<file path="src/rtl/fpadd_pkg.sv">
package fpadd_pkg;
  typedef enum logic {
    EFF_ADD = 1'b0,
    EFF_SUB = 1'b1
  } eff_op_e;
endpackage

</file>
<file path="src/rtl/fpadd_s1_cmp.sv">
module fpadd_s1_cmp #(
  parameter int EXP_W = 8,
  parameter int MAN_W = 16,
  parameter int GRD_W = 2,
  localparam int XW   = MAN_W + GRD_W,
  localparam int SHW  = $clog2(XW + 1)
) (
  input  logic             clk_i,
  input  logic             rst_ni,
  input  logic             valid_i,
  input  logic             sub_i,
  input  logic             a_sign_i,
  input  logic [EXP_W-1:0] a_exp_i,
  input  logic [MAN_W-1:0] a_man_i,
  input  logic             b_sign_i,
  input  logic [EXP_W-1:0] b_exp_i,
  input  logic [MAN_W-1:0] b_man_i,
  output logic             valid_o,
  output logic             big_sign_o,
  output logic [EXP_W-1:0] big_exp_o,
  output logic [MAN_W-1:0] big_man_o,
  output logic             sml_sign_o,
  output logic [MAN_W-1:0] sml_man_o,
  output logic [SHW-1:0]   shamt_o
);
  logic signed [EXP_W:0] ae_x, be_x, diff;
  logic                  a_big, b_sign_eff;
  logic [SHW-1:0]        shamt_d;
  int                    diff_i;

  assign ae_x       = {a_exp_i[EXP_W-1], a_exp_i};
  assign be_x       = {b_exp_i[EXP_W-1], b_exp_i};
  assign b_sign_eff = b_sign_i ^ sub_i;

  // zero magnitude always loses; equal exponents decided by magnitude
  always_comb begin
    a_big = (a_man_i != '0) &&
            ((b_man_i == '0) ||
             ($signed(a_exp_i) > $signed(b_exp_i)) ||
             ((a_exp_i == b_exp_i) && (a_man_i >= b_man_i)));
    diff   = a_big ? (ae_x - be_x) : (be_x - ae_x);
    diff_i = int'(diff);
    if (diff_i < 0 || diff_i >= XW) shamt_d = SHW'(XW);
    else                            shamt_d = SHW'(diff_i);
  end

  always_ff @(posedge clk_i or negedge rst_ni) begin
    if (!rst_ni) begin
      valid_o    <= 1'b0;
      big_sign_o <= 1'b0;
      big_exp_o  <= '0;
      big_man_o  <= '0;
      sml_sign_o <= 1'b0;
      sml_man_o  <= '0;
      shamt_o    <= '0;
    end else begin
      valid_o    <= valid_i;
      big_sign_o <= a_big ? a_sign_i : b_sign_eff;
      big_exp_o  <= a_big ? a_exp_i  : b_exp_i;
      big_man_o  <= a_big ? a_man_i  : b_man_i;
      sml_sign_o <= a_big ? b_sign_eff : a_sign_i;
      sml_man_o  <= a_big ? b_man_i  : a_man_i;
      shamt_o    <= shamt_d;
    end
  end
endmodule

</file>
<file path="src/rtl/fpadd_s2_align.sv">
module fpadd_s2_align
  import fpadd_pkg::*;
#(
  parameter int EXP_W = 8,
  parameter int MAN_W = 16,
  parameter int GRD_W = 2,
  localparam int XW   = MAN_W + GRD_W,
  localparam int SHW  = $clog2(XW + 1)
) (
  input  logic             clk_i,
  input  logic             rst_ni,
  input  logic             valid_i,
  input  logic             big_sign_i,
  input  logic [EXP_W-1:0] big_exp_i,
  input  logic [MAN_W-1:0] big_man_i,
  input  logic             sml_sign_i,
  input  logic [MAN_W-1:0] sml_man_i,
  input  logic [SHW-1:0]   shamt_i,
  output logic             valid_o,
  output logic             sign_o,
  output logic [EXP_W-1:0] exp_o,
  output eff_op_e          op_o,
  output logic [XW-1:0]    big_x_o,
  output logic [XW-1:0]    sml_x_o
);
  logic [XW-1:0] big_ext, sml_ext, sml_al;

  assign big_ext = XW'(big_man_i) << GRD_W;
  assign sml_ext = XW'(sml_man_i) << GRD_W;

  always_comb begin
    if (shamt_i >= SHW'(XW)) sml_al = '0;
    else                     sml_al = sml_ext >> shamt_i;
  end

  always_ff @(posedge clk_i or negedge rst_ni) begin
    if (!rst_ni) begin
      valid_o <= 1'b0;
      sign_o  <= 1'b0;
      exp_o   <= '0;
      op_o    <= EFF_ADD;
      big_x_o <= '0;
      sml_x_o <= '0;
    end else begin
      valid_o <= valid_i;
      sign_o  <= big_sign_i;
      exp_o   <= big_exp_i;
      op_o    <= (big_sign_i != sml_sign_i) ? EFF_SUB : EFF_ADD;
      big_x_o <= big_ext;
      sml_x_o <= sml_al;
    end
  end
endmodule

</file>
<file path="src/rtl/fpadd_s3_addsub.sv">
module fpadd_s3_addsub
  import fpadd_pkg::*;
#(
  parameter int EXP_W = 8,
  parameter int MAN_W = 16,
  parameter int GRD_W = 2,
  localparam int XW   = MAN_W + GRD_W
) (
  input  logic             clk_i,
  input  logic             rst_ni,
  input  logic             valid_i,
  input  logic             sign_i,
  input  logic [EXP_W-1:0] exp_i,
  input  eff_op_e          op_i,
  input  logic [XW-1:0]    big_x_i,
  input  logic [XW-1:0]    sml_x_i,
  output logic             valid_o,
  output logic             sign_o,
  output logic [EXP_W-1:0] exp_o,
  output logic [XW:0]      sum_o
);
  logic [XW:0] sum_d;

  // big magnitude >= aligned small, so the difference never goes negative
  always_comb begin
    if (op_i == EFF_SUB) sum_d = {1'b0, big_x_i} - {1'b0, sml_x_i};
    else                 sum_d = {1'b0, big_x_i} + {1'b0, sml_x_i};
  end

  always_ff @(posedge clk_i or negedge rst_ni) begin
    if (!rst_ni) begin
      valid_o <= 1'b0;
      sign_o  <= 1'b0;
      exp_o   <= '0;
      sum_o   <= '0;
    end else begin
      valid_o <= valid_i;
      sign_o  <= sign_i;
      exp_o   <= exp_i;
      sum_o   <= sum_d;
    end
  end
endmodule

</file>
<file path="src/rtl/fpadd_s4_norm.sv">
module fpadd_s4_norm #(
  parameter int EXP_W = 8,
  parameter int MAN_W = 16,
  parameter int GRD_W = 2,
  localparam int XW   = MAN_W + GRD_W,
  localparam int LZW  = $clog2(XW + 1)
) (
  input  logic             clk_i,
  input  logic             rst_ni,
  input  logic             valid_i,
  input  logic             sign_i,
  input  logic [EXP_W-1:0] exp_i,
  input  logic [XW:0]      sum_i,
  output logic             valid_o,
  output logic             sign_o,
  output logic [EXP_W-1:0] exp_o,
  output logic [MAN_W-1:0] man_o
);
  logic [LZW-1:0]   lz;
  logic             found;
  logic [XW-1:0]    nx;
  logic [EXP_W-1:0] ne;
  logic             ns;

  always_comb begin
    lz    = LZW'(XW);
    found = 1'b0;
    for (int i = XW - 1; i >= 0; i--) begin
      if (!found && sum_i[i]) begin
        lz    = LZW'(XW - 1 - i);
        found = 1'b1;
      end
    end
  end

  always_comb begin
    ns = sign_i;
    if (sum_i[XW]) begin
      nx = sum_i[XW:1];
      ne = exp_i + 1'b1;
    end else if (sum_i == '0) begin
      nx = '0;
      ne = '0;
      ns = 1'b0;
    end else begin
      nx = sum_i[XW-1:0] << lz;
      ne = exp_i - EXP_W'(lz);
    end
  end

  always_ff @(posedge clk_i or negedge rst_ni) begin
    if (!rst_ni) begin
      valid_o <= 1'b0;
      sign_o  <= 1'b0;
      exp_o   <= '0;
      man_o   <= '0;
    end else begin
      valid_o <= valid_i;
      sign_o  <= ns;
      exp_o   <= ne;
      man_o   <= nx[XW-1:GRD_W];
    end
  end
endmodule

</file>
<file path="src/rtl/fpadd_pipe4.sv">
module fpadd_pipe4
  import fpadd_pkg::*;
#(
  parameter int EXP_W = 8,
  parameter int MAN_W = 16,
  parameter int GRD_W = 2
) (
  input  logic             clk_i,
  input  logic             rst_ni,
  input  logic             valid_i,
  input  logic             sub_i,
  input  logic             a_sign_i,
  input  logic [EXP_W-1:0] a_exp_i,
  input  logic [MAN_W-1:0] a_man_i,
  input  logic             b_sign_i,
  input  logic [EXP_W-1:0] b_exp_i,
  input  logic [MAN_W-1:0] b_man_i,
  output logic             valid_o,
  output logic             res_sign_o,
  output logic [EXP_W-1:0] res_exp_o,
  output logic [MAN_W-1:0] res_man_o
);
  localparam int XW  = MAN_W + GRD_W;
  localparam int SHW = $clog2(XW + 1);

  logic             s1_valid, s1_big_sign, s1_sml_sign;
  logic [EXP_W-1:0] s1_big_exp;
  logic [MAN_W-1:0] s1_big_man, s1_sml_man;
  logic [SHW-1:0]   s1_shamt;

  logic             s2_valid, s2_sign;
  logic [EXP_W-1:0] s2_exp;
  eff_op_e          s2_op;
  logic [XW-1:0]    s2_big_x, s2_sml_x;

  logic             s3_valid, s3_sign;
  logic [EXP_W-1:0] s3_exp;
  logic [XW:0]      s3_sum;

  fpadd_s1_cmp #(.EXP_W(EXP_W), .MAN_W(MAN_W), .GRD_W(GRD_W)) u_s1 (
    .clk_i, .rst_ni, .valid_i, .sub_i,
    .a_sign_i, .a_exp_i, .a_man_i, .b_sign_i, .b_exp_i, .b_man_i,
    .valid_o    (s1_valid),
    .big_sign_o (s1_big_sign),
    .big_exp_o  (s1_big_exp),
    .big_man_o  (s1_big_man),
    .sml_sign_o (s1_sml_sign),
    .sml_man_o  (s1_sml_man),
    .shamt_o    (s1_shamt)
  );

  fpadd_s2_align #(.EXP_W(EXP_W), .MAN_W(MAN_W), .GRD_W(GRD_W)) u_s2 (
    .clk_i, .rst_ni,
    .valid_i    (s1_valid),
    .big_sign_i (s1_big_sign),
    .big_exp_i  (s1_big_exp),
    .big_man_i  (s1_big_man),
    .sml_sign_i (s1_sml_sign),
    .sml_man_i  (s1_sml_man),
    .shamt_i    (s1_shamt),
    .valid_o    (s2_valid),
    .sign_o     (s2_sign),
    .exp_o      (s2_exp),
    .op_o       (s2_op),
    .big_x_o    (s2_big_x),
    .sml_x_o    (s2_sml_x)
  );

  fpadd_s3_addsub #(.EXP_W(EXP_W), .MAN_W(MAN_W), .GRD_W(GRD_W)) u_s3 (
    .clk_i, .rst_ni,
    .valid_i (s2_valid),
    .sign_i  (s2_sign),
    .exp_i   (s2_exp),
    .op_i    (s2_op),
    .big_x_i (s2_big_x),
    .sml_x_i (s2_sml_x),
    .valid_o (s3_valid),
    .sign_o  (s3_sign),
    .exp_o   (s3_exp),
    .sum_o   (s3_sum)
  );

  fpadd_s4_norm #(.EXP_W(EXP_W), .MAN_W(MAN_W), .GRD_W(GRD_W)) u_s4 (
    .clk_i, .rst_ni,
    .valid_i (s3_valid),
    .sign_i  (s3_sign),
    .exp_i   (s3_exp),
    .sum_i   (s3_sum),
    .valid_o (valid_o),
    .sign_o  (res_sign_o),
    .exp_o   (res_exp_o),
    .man_o   (res_man_o)
  );
endmodule

</file>
<file path="config.mk">
export PLATFORM = sky130hd
export DESIGN_NAME = fpadd_pipe4
export DESIGN_NICKNAME = d
export VERILOG_FILES = /design/src/rtl/fpadd_pkg.sv /design/src/rtl/fpadd_s1_cmp.sv /design/src/rtl/fpadd_s2_align.sv /design/src/rtl/fpadd_s3_addsub.sv /design/src/rtl/fpadd_s4_norm.sv /design/src/rtl/fpadd_pipe4.sv
export SDC_FILE = /design/constraint.sdc
export NUM_CORES = 1
export LEC_CHECK = 0
export BUFFER_PORTS_ARGS = -buffer_cell sky130_fd_sc_hd__buf_2
export CORE_ASPECT_RATIO = 1.25
export CORE_MARGIN = 2
export CORE_UTILIZATION = 45
export CTS_CLUSTER_DIAMETER = 60
export CTS_CLUSTER_SIZE = 30
export DETAILED_ROUTE_END_ITERATION = 7
export PLACE_DENSITY = 0.69
export REMOVE_ABC_BUFFERS = 1
export SYNTH_ARGS = -nofsm -noshare
export SYNTH_HDL_FRONTEND = slang
export SYNTH_SLANG_ARGS = --single-unit
</file>
<file path="constraint.sdc">
create_clock -name clk_i -period 4.6 [get_ports clk_i]
set_input_delay 0.92 -clock clk_i [delete_from_list [all_inputs] [get_ports clk_i]]
set_output_delay 0.92 -clock clk_i [all_outputs]
set_load 0.01 [all_outputs]
</file>
==> summary.md, run 1 <==
| Metric | Value |
|---|---|
| Setup WS post-layout | 0.803 ns |
| Dpl ws | ~0.78 ns |
| Clock Tree Buf Depth | 2 |
| DR WL/cell | approximately 16 um |
| Area contributors post-synth | dfrtp_1, ha_1, mux2i_1 |
| Critical path launch point type | flip-flop |
| Final core utilization | approximately 51% |
| Setup crit end kind | flip-flop |
| Post-synth EDFFs | 0 |
| RR Startpoint | u_s3.sum_o[14]$_DFF_PN0_ |
| GRT Resource Usage Total | 19.6% |
| Vias in the first global route | between 7,000 and 8,000 |
| Most frequent cells in the layout | dfrtp_1, buf_2, inv_1, nand2_1, ha_1 |
| Compound-cell area share of the yosys netlist | a little under a fifth |
| IO Port Bufs | 79 |
| Layout Cells excl Fill | ~1,300 |
| TritonCTS Sinks | approximately 150 |
| Max Cap Viol | 0 |
| # diodes | 0 |
| Synth Area in XOR/XNOR | approximately 3.3% |
| Yosys top cell by area | dfrtp_1 |
| DP HPWL | 15.9 mm |
| Via/cell ratio | 5.58 |
| Minimum clock period | roughly 3.8 ns |
| Setup TNS | 0 ns |
| Root buffer cell | clkbuf_16 |
| RSZ-0062 raised after global routing | false |
| First-pass GRT wire length | 34.4 mm |
| Worst-margin pin slew | 0.869 ns |
| CP Class | reg -> reg |
| Power per cell area | 493 nW/um^2 |
| Row cnt | roughly 60 |
| Yosys cell types | 84 |
| HP Start | u_s1.big_exp_o[4]$_DFF_PN0_ |
| Mapped Avg Cell Area | ~9.6 um^2 |
| Commonest non-fill, non-tap cell in the layout | dfrtp_1 |
| Die height | between 150 and 200 um |
| Post-CTS Setup Bufs | 0 |
| Die area | about 22,000 um^2 |
| Placer Congestion | ~0.95 |
| Register area share after synthesis | between 30% and 40% |
| Mux cell area share after synthesis | under 10% |
| Synthesis-to-finish area growth | 12.9% |
| Post-synthesis register bit count | 148 |
| FFs w/ async S/R, synth | 100% |
| WP data required | 4.91 ns |
| TritonCTS clock tree | yes |
| IO Pins | 80 |
| DR iter-0 viols | approximately 460 |
| Status | finished, final reports clean |
| Hold Fails Final Rpt | 0 |
| Synth Cell Area | 9390 um^2 |
| GRT overflow | 0 |
| Synth Area in Adders | a little over a tenth |
| VDD IR max | 0.288 mV |
| Largest net degree at the start of global routing | 81 |
| WP data arrival | around 4.1 ns |
| WL final | between 20 and 25 mm |
| Final hold slack | 0.341 ns |
| Initial antenna violation count | 0 |
| Main flop type after synthesis | dfrtp_1 |
| Ys Warns | 0 |
| CTS clk-pin slew, worst paths | approximately 0.070 ns |
| Post-route cell area | roughly 11,000 um^2 |
| Placed Area | roughly 10,000 um^2 |
| Vias | ~7,400 |
| H-Tree Depth | 4 |
| Placed Cells | around 1,300 |
| Initial core utilization | around 45% |
| Share of layout cells above drive strength 1 | approximately 17% |
| Tot Pwr | 5.23 mW |
| Core outline area | about 21,000 um^2 |
| Clk_skew | just over 0.01 ns |
| Mapped Cells | 979 |
| Num CTS Buffers | 17 |
| Drc violations | 0 |
| Period utilization | ~83% |
| Fin. max-slew vios | 0 |
| Share of the synthesized area in the top cell type | roughly two fifths |
| DIE WIDTH | ~130 um |
| CP max FO | 14 |
| Largest family of logic cells by synthesized area | compound AO/OA/AOI/OAI gates |
| Setup-failing EPs final | 0 |
| Nets | roughly 1,200 |
| Post-CTS sizing | 0 |
| Min-delay worst type | reg -> reg |
| Achievable Freq | 263 MHz |
| Clock Latency Late Sink | 0.42 ns |
| Initial DRT Pass Iterations | 5 |
| Hold buffers post-CTS | 0 |
| Antenna Nets Post-Route | 0 |
| Leakage | between 4 and 5 nW |
| Slew margin rel. | 41.6% |
| Crit path from | u_s3.sum_o[14]$_DFF_PN0_ |
| Post-Synth Simple-Gate Area | 14.6% |
-- area by class of cell --
| class | instances | area (um^2) |
|---|---|---|
| multi-input combinational | 704 | 5190 |
| inverter | 78 | 295 |
| clock inverter | 14 | 168 |
| clock buffer | 17 | 425 |
| fill | 1905 | 10100 |
| tap | 274 | 343 |
| timing repair buffer | 89 | 477 |
| sequential | 148 | 3700 |
-- worst paths after layout --
path                                                   end  slack, ns  cells past startpoint
worst max-delay path               u_s4.exp_o[7]$_DFF_PN0_       0.80                     15
worst min-delay path               u_s2.exp_o[4]$_DFF_PN0_       0.34                      0
worst max register to register     u_s4.exp_o[7]$_DFF_PN0_       0.80                     15
worst min register to register     u_s2.exp_o[4]$_DFF_PN0_       0.34                      0
max in group asynchronous       u_s2.sml_x_o[12]$_DFF_PN0_       3.13                      2
min in group asynchronous        u_s2.big_x_o[6]$_DFF_PN0_       0.54                      1
-- routing by layer --
layer,track usage [%],up-vias,routed length [um]
li1,-,3626,-
met1,22.4,3512,8560
met2,36.1,210,11000
met3,3.45,40,726
met4,8.46,0,620
met5,0,-,0
-- synthesized netlist by cell type, drive strengths merged, types with 7 or more instances --
cell and instances:
dfrtp 148, inv 77, nand2 75, ha 72, o21ai 69, nor2 67, a21oi 53, mux2i 35
clkbuf 33, a211oi 24, mux2 23, nor3 23, a21o 20, xnor2 19, nand3 18, nor2b 18
buf 16, xor2 16, nor4 14, a31oi 13, o31ai 13, nand2b 11, nand4 8, mux4 7
-- cell families (layout without fill, tap and decap cells) --
kind of cell             after synthesis  after routing
AO/OA/AOI/OAI                        258            258
XOR/XNOR                              35             35
adder cells (fa/ha/maj)               76             76
buffers and inverters                127            198
flip-flops                           148            148
multiplexers                          65             65
AND/OR/NAND/NOR                      270            270
-- where the power goes --
| part | switching, mW | internal (mW) | leakage (nW) |
|---|---|---|---|
| logic | 1.15 | 0.847 | 2.72 |
| registers | 0.261 | 1.58 | 1.79 |
| clock network | 0.572 | 0.814 | 0.286 |
| total | 1.99 | 3.24 | 4.79 |
-- worst max-delay path, stage by stage, from the launching register on --
cell and delay [ns]:
dfrtp_1 0.45, or4_1 0.73, nor2_8 0.22, o311ai_2 0.17, a2bb2oi_4 0.37, nor2_4 0.14
inv_4 0.19, ha_1 0.18, nor2b_1 0.04, o21ai_0 0.22, a21boi_0 0.16, o21ai_0 0.21
nand2b_1 0.12, nor3_1 0.19, xor2_1 0.09, a22o_1 0.18
-- registers in the layout (all words and copies together), names as in the netlist, 8 cells and up --
name	count
u_s2.big_x_o	16
u_s1.sml_man_o	16
u_s3.sum_o	19
u_s1.big_man_o	16
u_s2.exp_o	8
u_s1.big_exp_o	8
u_s4.man_o	16
u_s4.exp_o	8
u_s3.exp_o	8
u_s2.sml_x_o	18
Power figures use the tool's default switching activity.
==> run 2: changes to the inputs <==
--- a/config.mk
+++ b/config.mk
@@ -5,6 +5,7 @@
 export SDC_FILE = /design/constraint.sdc
 export NUM_CORES = 1
 export LEC_CHECK = 0
+export ABC_AREA = 1
 export BUFFER_PORTS_ARGS = -buffer_cell sky130_fd_sc_hd__buf_2
 export CORE_ASPECT_RATIO = 1.25
 export CORE_MARGIN = 2
==> constraint.sdc (replaced) <==
create_clock -name clk_i -period 3.96 [get_ports clk_i]
set_input_delay 0.792 -clock clk_i [delete_from_list [all_inputs] [get_ports clk_i]]
set_output_delay 0.792 -clock clk_i [all_outputs]
set_load 0.01 [all_outputs]
==> summary.md, run 2 <==
| Metric | Value |
|---|---|
| Status | finished, final reports clean (unchanged) |
| Initial DRT Pass Iterations | 5 (unchanged) |
| Mapped Cells | 1,241 (was 979) |
| Die height | 168 um (was 166 um) |
| Hold Fails Final Rpt | 0 (unchanged) |
| Fin. max-slew vios | 0 (unchanged) |
| Top Registers | u_s3.sum_o: 19 flops, u_s2.sml_x_o: 18 flops (unchanged) |
| Nets | 1,438 (was 1,168) |
| Die area | 22,600 um^2 (was 22,100 um^2) |
| DR WL/cell | 13.7 um (was 15.8 um) |
| Tot Pwr | 6.18 mW (was 5.23 mW) |
| Depth of the worst register-to-register path | 15 (unchanged) |
| WP data required | 4.25 ns (was 4.91 ns) |
| WL final | 21.9 mm (was 20.9 mm) |
| GRT overflow | 0 (unchanged) |
| # diodes | 0 (unchanged) |
| Switch share | 41.8% (was 38.0%) |
| Vias in the first global route | 7,995 (was 7,130) |
| GRT Resource Usage Total | 20.1% (was 19.6%) |
| Drc violations | 0 (unchanged) |
| Sequential Power Share | 33.3% (was 35.2%) |
| Power per cell area | 570 nW/um^2 (was 493 nW/um^2) |
| Setup crit end kind | flip-flop (unchanged) |
| Register Area | 3700 um^2 (unchanged) |
| Dpl ws | 0.638 ns (was 0.784 ns) |
| Clock power share | 25.5% (was 26.5%) |
| RSZ-0062 raised after global routing | false (unchanged) |
| Synthesis-to-finish area growth | 12.3% (was 12.9%) |
| TritonCTS Sinks | 148 (unchanged) |
| Synth Cell Area | 9650 um^2 (was 9390 um^2) |
| Yosys top cell by area | dfrtp_1 (unchanged) |
| Achievable Freq | 318 MHz (was 263 MHz) |
| Vias | 8,189 (was 7,388) |
| CP Class | reg -> reg (unchanged) |
| Commonest non-fill, non-tap cell in the layout | nand2_1 (was dfrtp_1) |
| Largest net degree at the start of global routing | 89 (was 81) |
| Clk_skew | 0.0111 ns (was 0.0103 ns) |
| Antenna Nets Post-Route | 0 (unchanged) |
| Core outline area | 21,000 um^2 (was 20,700 um^2) |
| Max FFs per register | 19 (unchanged) |
| Fillers | 2,017 (was 1,905) |
| Post-synth EDFFs | 0 (unchanged) |
| VDD IR max | 0.331 mV (was 0.288 mV) |
| First-pass GRT wire length | 36.5 mm (was 34.4 mm) |
| Area contributors post-synth | dfrtp_1, nand2_1, ha_1 (was dfrtp_1, ha_1, mux2i_1) |
| IO Pins | 80 (unchanged) |
| Hold buffers post-CTS | 0 (unchanged) |
| Placed Area | 10,200 um^2 (was 10,000 um^2) |
| Reg with most FFs | u_s3.sum_o (unchanged) |
| CTS clk-pin slew, worst paths | 0.07 ns (about the same) |
| Row cnt | 59 (unchanged) |
| WP data arrival | 3.44 ns (was 4.11 ns) |
| IO Port Bufs | 79 (unchanged) |
| Clock Latency Late Sink | 0.43 ns (was 0.42 ns) |
| Critical path launch point type | flip-flop (unchanged) |
| Root buffer cell | clkbuf_16 (unchanged) |
| Minimum clock period | 3.14 ns (was 3.80 ns) |
| Placer Congestion | 0.954 (was 0.946) |
| Setup-failing EPs final | 0 (unchanged) |
| Via/cell ratio | 5.13 (was 5.58) |
| DR iter-0 viols | 412 (was 463) |
| CP max FO | 10 (was 14) |
| Worst-margin pin slew | 0.778 ns (was 0.869 ns) |
| H-Tree Depth | 4 (unchanged) |
| TritonCTS clock tree | yes (unchanged) |
| Clock Tree Buf Depth | 2 (unchanged) |
| Yosys cell types | 47 (was 84) |
| DIE WIDTH | 135 um (was 133 um) |
| DP HPWL | 17.1 mm (was 15.9 mm) |
| Multi-input gate area | 5090 um^2 (was 5190 um^2) |
| Max Cap Viol | 0 (unchanged) |
| Setup WS post-layout | 0.817 ns (was 0.803 ns) |
| FFs w/ async S/R, synth | 100% (unchanged) |
| Initial core utilization | 46.0% (was 45.4%) |
| Dominant cell by count in the synthesized netlist | nand2_1 (was dfrtp_1) |
| Num CTS Buffers | 17 (unchanged) |
| Leakage | 5.61 nW (was 4.79 nW) |
| Combinational power share | 41.2% (was 38.3%) |
| Post-synthesis register bit count | 148 (unchanged) |
| Commonest cells in the netlist | nand2_1, inv_1, dfrtp_1 (was dfrtp_1, inv_1, nand2_1) |
| Initial antenna violation count | 0 (unchanged) |
| Most frequent cells in the layout | nand2_1, inv_1, dfrtp_1, nand3_1, o21ai_0 (was dfrtp_1, buf_2, inv_1, nand2_1, ha_1) |
| Share of the synthesized area in the top cell type | 38.4% (was 39.4%) |
| Register area share after synthesis | 38.4% (was 39.4%) |
| Post-route cell area | 10,800 um^2 (was 10,600 um^2) |
| Main flop type after synthesis | dfrtp_1 (unchanged) |
| Mapped Avg Cell Area | 7.78 um^2 (was 9.60 um^2) |
| Post-CTS sizing | 0 (unchanged) |
| Ys Warns | 0 (unchanged) |
| Final hold slack | 0.346 ns (was 0.341 ns) |
| Setup TNS | 0 ns (unchanged) |
| Slew margin rel. | 48.2% (was 41.6%) |
| Sw Pwr | 2.58 mW (was 1.99 mW) |
| Share of layout cells above drive strength 1 | 12.6% (was 16.9%) |
| Hold Crit Depth | 0 (unchanged) |
| Min-delay worst type | reg -> reg (unchanged) |
| Post-CTS Setup Bufs | 0 (unchanged) |
| Period utilization | 79.4% (was 82.6%) |
| Internal power | 3.59 mW (was 3.24 mW) |
run 2: final timing paths:
kind	from	endpoint	slack, ns
worst max-delay path	u_s3.sum_o[10]$_DFF_PN0_	u_s4.exp_o[6]$_DFF_PN0_	0.82
worst min-delay path	u_s1.big_exp_o[2]$_DFF_PN0_	u_s2.exp_o[2]$_DFF_PN0_	0.35
worst max register to register	u_s3.sum_o[10]$_DFF_PN0_	u_s4.exp_o[6]$_DFF_PN0_	0.82
worst min register to register	u_s1.big_exp_o[2]$_DFF_PN0_	u_s2.exp_o[2]$_DFF_PN0_	0.35
max in group asynchronous	rst_ni	u_s3.sum_o[10]$_DFF_PN0_	2.80
min in group asynchronous	rst_ni	u_s2.valid_o$_DFF_PN0_	0.40
run 2: final cells by class:
type                    instances  area share, %
clock buffers                  18           4.05
clock inverters                14           1.37
inverters                     170           5.93
multi-input cells             885           47.0
flip-flops and latches        148           34.2
well taps                     274           3.16
repair buffers                 86           4.31
run 2: cell families (layout without fill, tap and decap cells):
group,after synthesis,after routing,share of synthesized area [%]
AND/OR/NAND/NOR,559,559,27.0
adder cells (fa/ha/maj),76,76,10.2
multiplexers,3,3,0.311
XOR/XNOR,38,38,3.45
AO/OA/AOI/OAI,209,209,11.9
flip-flops,148,148,38.4
buffers and inverters,208,288,8.88
run 2: power groups by stage:
stage / Clock (mW) / Combinational, mW / Sequential, mW
4_1_cts: 1.61 / 2.53 / 2.06
2_1_floorplan: 0 / 1.77 / 2.12
3_3_place_gp: 0 / 2.48 / 2.08
6_report: 1.57 / 2.55 / 2.06
3_5_place_dp: 0 / 2.52 / 2.08
5_1_grt: 1.68 / 2.88 / 2.09
run 2: critical path, cell delays in order (launching register included):
cell and delay, ns:
dfrtp_1 0.47, nor2_2 0.15, nand3_2 0.13, nor2_8 0.17
nand3_4 0.12, inv_2 0.08, o21ai_1 0.08, nand2_1 0.29
inv_1 0.25, ha_1 0.39, a21oi_1 0.17, o21ai_0 0.16
a211oi_1 0.29, a21oi_1 0.10, o21ai_0 0.07, o21ai_0 0.09
run 2: metrics by stage:
stage / util, % / instances
after floorplan: - / 1203
after global placement: 48.9 / 1563
after detailed placement: 48.9 / 1563
after CTS: 51.7 / 1595
after global routing: 51.7 / 1595
final: 51.7 / 1595
run 2: routing by layer:
metal  track usage (%)  vias to the layer above  part of all wire [%]
met5                 0                        -                     0
met4              10.6                        0                   4.5
met3              3.03                       72                   3.4
met2              36.9                      230                    52
met1              22.0                     3726                    40
li1                  -                     4161                     -
